## config.mk

```make
export PLATFORM = sky130hd
export DESIGN_NAME = sprite_dma
export DESIGN_NICKNAME = d
export VERILOG_FILES = /design/src/rtl/sprite_dma_pkg.sv /design/src/rtl/sprite_dma_page.sv /design/src/rtl/sprite_dma_index.sv /design/src/rtl/sprite_dma_fsm.sv /design/src/rtl/sprite_dma.sv
export SDC_FILE = /design/constraint.sdc
export NUM_CORES = 1
export LEC_CHECK = 0
export ABC_AREA = 1
export CAP_MARGIN = 20
export CORE_AREA = 5 5 67 69
export CTS_BUF_LIST = sky130_fd_sc_hd__clkbuf_8 sky130_fd_sc_hd__clkbuf_16
export DETAILED_ROUTE_END_ITERATION = 10
export DIE_AREA = 0 0 72 74
export HOLD_SLACK_MARGIN = 0.15
export PLACE_DENSITY = 0.78
export REMOVE_ABC_BUFFERS = 1
export SYNTH_ARGS = -nofsm -noshare
export SYNTH_HDL_FRONTEND = slang
export SYNTH_SLANG_ARGS = --single-unit
```

## constraint.sdc

```tcl
create_clock -name clk_i -period 1.8 [get_ports clk_i]
set_input_delay 0.45 -clock clk_i [delete_from_list [all_inputs] [get_ports clk_i]]
set_output_delay 0.45 -clock clk_i [all_outputs]
set_load 0.01 [all_outputs]
```

## src/rtl/sprite_dma_pkg.sv

```systemverilog
package sprite_dma_pkg;
  typedef enum logic [2:0] {
    S_IDLE,
    S_WAIT,
    S_RD,
    S_CAP,
    S_WR,
    S_HOLD
  } dma_state_e;
endpackage

```

## src/rtl/sprite_dma_page.sv

```systemverilog
module sprite_dma_page #(
  parameter int unsigned PW = 8
) (
  input  logic          clk_i,
  input  logic          rst_ni,
  input  logic          wr_i,
  input  logic [PW-1:0] wdata_i,
  output logic [PW-1:0] page_o
);
  always_ff @(posedge clk_i or negedge rst_ni) begin
    if (!rst_ni)   page_o <= '0;
    else if (wr_i) page_o <= wdata_i;
  end
endmodule

```

## src/rtl/sprite_dma_index.sv

```systemverilog
module sprite_dma_index #(
  parameter int unsigned LEN  = 160,
  localparam int unsigned IW  = $clog2(LEN)
) (
  input  logic          clk_i,
  input  logic          rst_ni,
  input  logic          clr_i,
  input  logic          inc_i,
  output logic [IW-1:0] idx_o,
  output logic          last_o
);
  localparam logic [IW-1:0] LAST = IW'(LEN - 1);

  always_ff @(posedge clk_i or negedge rst_ni) begin
    if (!rst_ni)      idx_o <= '0;
    else if (clr_i)   idx_o <= '0;
    else if (inc_i)   idx_o <= idx_o + 1'b1;
  end

  assign last_o = (idx_o == LAST);

  AST_IDX_RANGE: assert property (@(posedge clk_i) disable iff (!rst_ni)
    idx_o <= LAST);
endmodule

```

## src/rtl/sprite_dma_fsm.sv

```systemverilog
module sprite_dma_fsm
  import sprite_dma_pkg::*;
#(
  parameter logic [1:0] START_PHASE = 2'd3
) (
  input  logic       clk_i,
  input  logic       rst_ni,
  input  logic       trig_i,
  input  logic [1:0] phase_i,
  input  logic       last_i,
  output dma_state_e state_o,
  output logic       clr_o,
  output logic       inc_o
);
  dma_state_e state_d;

  always_comb begin
    state_d = state_o;
    inc_o   = 1'b0;
    clr_o   = trig_i;
    if (trig_i) begin
      state_d = S_WAIT;  // retrigger wins over any step
    end else begin
      unique case (state_o)
        S_IDLE: state_d = S_IDLE;
        S_WAIT: if (phase_i == START_PHASE) state_d = S_RD;
        S_RD:   state_d = S_CAP;
        S_CAP:  state_d = S_WR;
        S_WR:   state_d = S_HOLD;
        S_HOLD: begin
          if (last_i) state_d = S_IDLE;
          else begin
            state_d = S_RD;
            inc_o   = 1'b1;
          end
        end
        default: state_d = S_IDLE;
      endcase
    end
  end

  always_ff @(posedge clk_i or negedge rst_ni) begin
    if (!rst_ni) state_o <= S_IDLE;
    else         state_o <= state_d;
  end

  AST_START_PHASE: assert property (@(posedge clk_i) disable iff (!rst_ni)
    (state_o == S_RD && $past(state_o) == S_WAIT) |-> ($past(phase_i) == START_PHASE));
  AST_WR_AFTER_CAP: assert property (@(posedge clk_i) disable iff (!rst_ni)
    (state_o == S_WR) |-> ($past(state_o) == S_CAP));
endmodule

```

## src/rtl/sprite_dma.sv

```systemverilog
module sprite_dma
  import sprite_dma_pkg::*;
#(
  parameter int unsigned  LEN         = 160,
  parameter logic [15:0]  DEST_BASE   = 16'hFE00,
  parameter logic [1:0]   START_PHASE = 2'd3
) (
  input  logic        clk_i,
  input  logic        rst_ni,
  input  logic [1:0]  phase_i,
  input  logic        reg_wr_i,
  input  logic [7:0]  reg_wdata_i,
  output logic [7:0]  reg_rdata_o,
  input  logic [7:0]  bus_din_i,
  output logic [15:0] bus_addr_o,
  output logic        bus_rd_o,
  output logic        bus_wr_o,
  output logic [15:0] oam_addr_o,
  output logic [7:0]  oam_wdata_o,
  output logic        oam_wr_o,
  output logic        own_o
);
  localparam int unsigned IW = $clog2(LEN);

  dma_state_e     state;
  logic           clr, inc, last;
  logic [IW-1:0]  idx;
  logic [7:0]     page;
  logic [7:0]     data_q;

  sprite_dma_page #(.PW(8)) u_page (
    .clk_i, .rst_ni, .wr_i(reg_wr_i), .wdata_i(reg_wdata_i), .page_o(page)
  );

  sprite_dma_index #(.LEN(LEN)) u_idx (
    .clk_i, .rst_ni, .clr_i(clr), .inc_i(inc), .idx_o(idx), .last_o(last)
  );

  sprite_dma_fsm #(.START_PHASE(START_PHASE)) u_fsm (
    .clk_i, .rst_ni, .trig_i(reg_wr_i), .phase_i, .last_i(last),
    .state_o(state), .clr_o(clr), .inc_o(inc)
  );

  always_ff @(posedge clk_i or negedge rst_ni) begin
    if (!rst_ni)              data_q <= '0;
    else if (state == S_CAP)  data_q <= bus_din_i;
  end

  assign reg_rdata_o = page;
  assign own_o       = (state != S_IDLE);
  assign bus_rd_o    = (state == S_RD) || (state == S_CAP);
  assign bus_wr_o    = 1'b0;
  assign bus_addr_o  = {page, 8'(idx)};
  assign oam_wr_o    = (state == S_WR);
  assign oam_addr_o  = DEST_BASE + 16'(idx);
  assign oam_wdata_o = data_q;

  AST_STROBE_EXCL: assert property (@(posedge clk_i) disable iff (!rst_ni)
    !(bus_rd_o && oam_wr_o));
  AST_STROBE_OWNED: assert property (@(posedge clk_i) disable iff (!rst_ni)
    (bus_rd_o || oam_wr_o) |-> own_o);
  AST_RETRIGGER: assert property (@(posedge clk_i) disable iff (!rst_ni)
    (reg_wr_i && own_o) |=> (idx == '0 && !bus_rd_o && !oam_wr_o && own_o));
  AST_TRIG_OWN: assert property (@(posedge clk_i) disable iff (!rst_ni)
    reg_wr_i |=> (own_o && reg_rdata_o == $past(reg_wdata_i)));
endmodule

```

==> flow_summary.ini <==
[timing]
fin_crit_sh = 0.958
finalHoldViolCount = 0
fmax_ghz = 0.580
finalMaxSlewViolations = 0
skew_ps = 3.63
fin_crit_ps = 1730
tns_ps = 0
rsz0062_at_grt = false
fin_ws_ps = 75.0
setup_viol = 0

[clocking]
h-tree-depth = 1
path_clk_slew_ps = 90
numCtsBuffers = 3
clock_latency_ps = 260
cts_tree = yes
numClockSinks = 27
clockBufferDepth = 2
cts-root-buf = clkbuf_8

[power]
peakVddDrop_uv = 529
p_leak_nw = 0.990
power_density_nw_per_um2 = 896

[worst_setup_path]
critPathCaptureType = primary output
crit_family = buffers and inverters
crit_arrival_ps = 1280
r2r_cells = 7
cp-start-kind = flop
crit_type = reg -> out
worstPathRequired_ps = 1350
slowest_delay_ps = 570
worstPathCellList = clkdlybuf4s50_1
cpMaxStageDelayCell = clkdlybuf4s50_1
cp_max_fo = 6
crit_buf_inv = 1
cp.depth = 1

[floorplan]
boundaryPins = 73
start_util = 0.378
die_y_microns = 74
die_w_microns = 72
dieArea_sq_um = 5330
core_sq_um = 3860
num_rows = 23

[logic_synthesis]
async_flop_share = 1.00
synth_largest_area_cell = dfrtp_1
synth_top_flop_cell = dfrtp_1
synth_top_area_frac = 0.463
synthTopCellsByArea = dfrtp_1, nand2_1, buf_4
ys_seq_elements = 27
avgSynthCellArea_sq_um = 7.93
seq_area_frac_synth = 0.463
synthDistinctLibCells = 21
synth_warnings = 0
netlist_area_sq_um = 1460
synth_edf_count = 0
netlist_instances = 184

[final_layout]
final_area_sq_um = 2060
antenna_cells = 0
final_util = 0.535
ff_latch_area_sq_um = 684
nNetsFinal = 258
drive_gt1_frac = 0.0979
final_cell_count_no_fill = 285
fillers = 367
area_growth_pct = 41.3
multi_input_area_sq_um = 572

[global_route]
antenna_found_initial = 0
grt_remaining_overflow = 0
gr-usage-all-layers = 0.127
grt_pass1_wl_microns = 5420
grt_max_degree = 28
grt_pass1_vias = 1279

[placement]
numPlacedInstances = 280
port_buffers = 63
post_dp_cell_area_sq_um = 2010
gp_congestion = 0.767
dp.final_hpwl_microns = 2390
dpl_worst_slack_ps = 103

[route]
wirelength_microns = 3160
num_vias = 1262
routedWlPerCell_microns = 11.1
drc = 0
drt-initial-drc-count = 89
via_per_inst = 4.43
ant_nets = 0
first_pass_iters = 4

[hold_path]
hold_path_class = reg -> reg
holdPathStages = 2

[flow_run]
maxCapViolCount = 0

[outcome]
outcome = finished clean
==> placed cells by master (no fill, tap or decap) <==
cell | Yosys | final
nor2_2 | 1 | 2
nand3_1 | 12 | 12
nand3b_1 | 1 | 1
dfrtp_1 | 27 | 20
inv_2 | 2 | 2
nor2_4 | 1 | 1
inv_1 | 10 | 11
dlygate4sd2_1 | 0 | 2
clkbuf_8 | 0 | 3
nand4_1 | 2 | 2
ha_1 | 1 | 1
nor3_4 | 1 | 1
clkbuf_2 | 0 | 1
xor2_1 | 3 | 3
nor3_1 | 1 | 1
conb_1 | 2 | 9
clkdlybuf4s50_1 | 0 | 60
nor2_8 | 1 | 1
nor2_1 | 10 | 9
nand3_2 | 1 | 1
buf_4 | 25 | 4
dfrtp_2 | 0 | 7
nand2_1 | 78 | 78
o21a_1 | 1 | 1
a21oi_1 | 2 | 2
==> worst paths after layout <==
check	slack, ps	endpoint	start
worst max-delay path	70	bus_addr_o[7]	u_idx.idx_o[7]
worst min-delay path	480	oam_wdata_o[0]	oam_wdata_o[0]
worst max register to register	300	u_idx.idx_o[7]	u_idx.idx_o[0]
worst min register to register	480	oam_wdata_o[0]	oam_wdata_o[0]
max in group asynchronous	960	u_idx.idx_o[1]	rst_ni
min in group asynchronous	560	oam_wdata_o[1]	rst_ni
==> worst reg2reg max path: cells and delay by family, from the launching register on <==
kind | cells | cell delay [ps]
adder cells (fa/ha/maj) | 1 | 270
flip-flops | 1 | 450
AND/OR/NAND/NOR | 6 | 690
==> cell usage after synthesis, types with 2 or more instances <==
cell / count
a21oi_1: 2
buf_4: 25
clkbuf_1: 2
conb_1: 2
dfrtp_1: 27
inv_1: 10
inv_2: 2
nand2_1: 78
nand3_1: 12
nand4_1: 2
nor2_1: 10
xor2_1: 3
==> cell families after synthesis <==
kind of cell / Yosys count / share of synthesized area
AO/OA/AOI/OAI: 3 / 0.0120
XOR/XNOR: 3 / 0.0180
adder cells (fa/ha/maj): 1 / 0.00857
buffers and inverters: 39 / 0.165
flip-flops: 27 / 0.463
other: 2 / 0.00515
AND/OR/NAND/NOR: 109 / 0.328
==> repair_timing <==
| action | 4_1_cts | 5_1_grt |
|---|---|---|
| gates resized for setup | 6 | 7 |
| setup endpoints to repair | 3 | 12 |
| pin swaps | 0 | 0 |
| hold buffers | 0 | 0 |
| buffers inserted | 1 | 0 |
==> flip-flops by register name, indices dropped and copies added (netlist names) <==
register       flops
u_fsm.state_o      3
u_idx.idx_o        8
oam_wdata_o        8
u_page.page_o      8
==> through the flow <==
step | power [mW] | hold slack [ps]
finish | 1.85 | 478
global route | 1.98 | 498
CTS | 1.88 | 487
floorplan | 1.13 | 154
detailed placement | 1.54 | 462
global placement | 1.53 | 458
==> area by class of cell <==
type                       instances  share of cell area
clock buffer                       3              0.0200
clock inverter                     1             0.00182
tap                               50              0.0303
multi-input combinational        125               0.277
sequential                        27               0.332
timing repair buffer              67               0.317
inverter                          12              0.0218
==> where the power goes <==
group / switching (mW) / internal [mW] / leakage [nW]
Combinational: 0.337 / 0.367 / 0.630
Sequential: 0.0848 / 0.733 / 0.333
Clock: 0.175 / 0.152 / 0.0269
==> metal layers <==
metal  vias up  global-route usage  share of wire
met2        48               0.221           0.49
met3         2              0.0284          0.072
met5         -                   0              0
met4         0              0.0438         0.0051
li1        634                   -              -
met1       578               0.155           0.43
(Power assumes the default switching activity.)
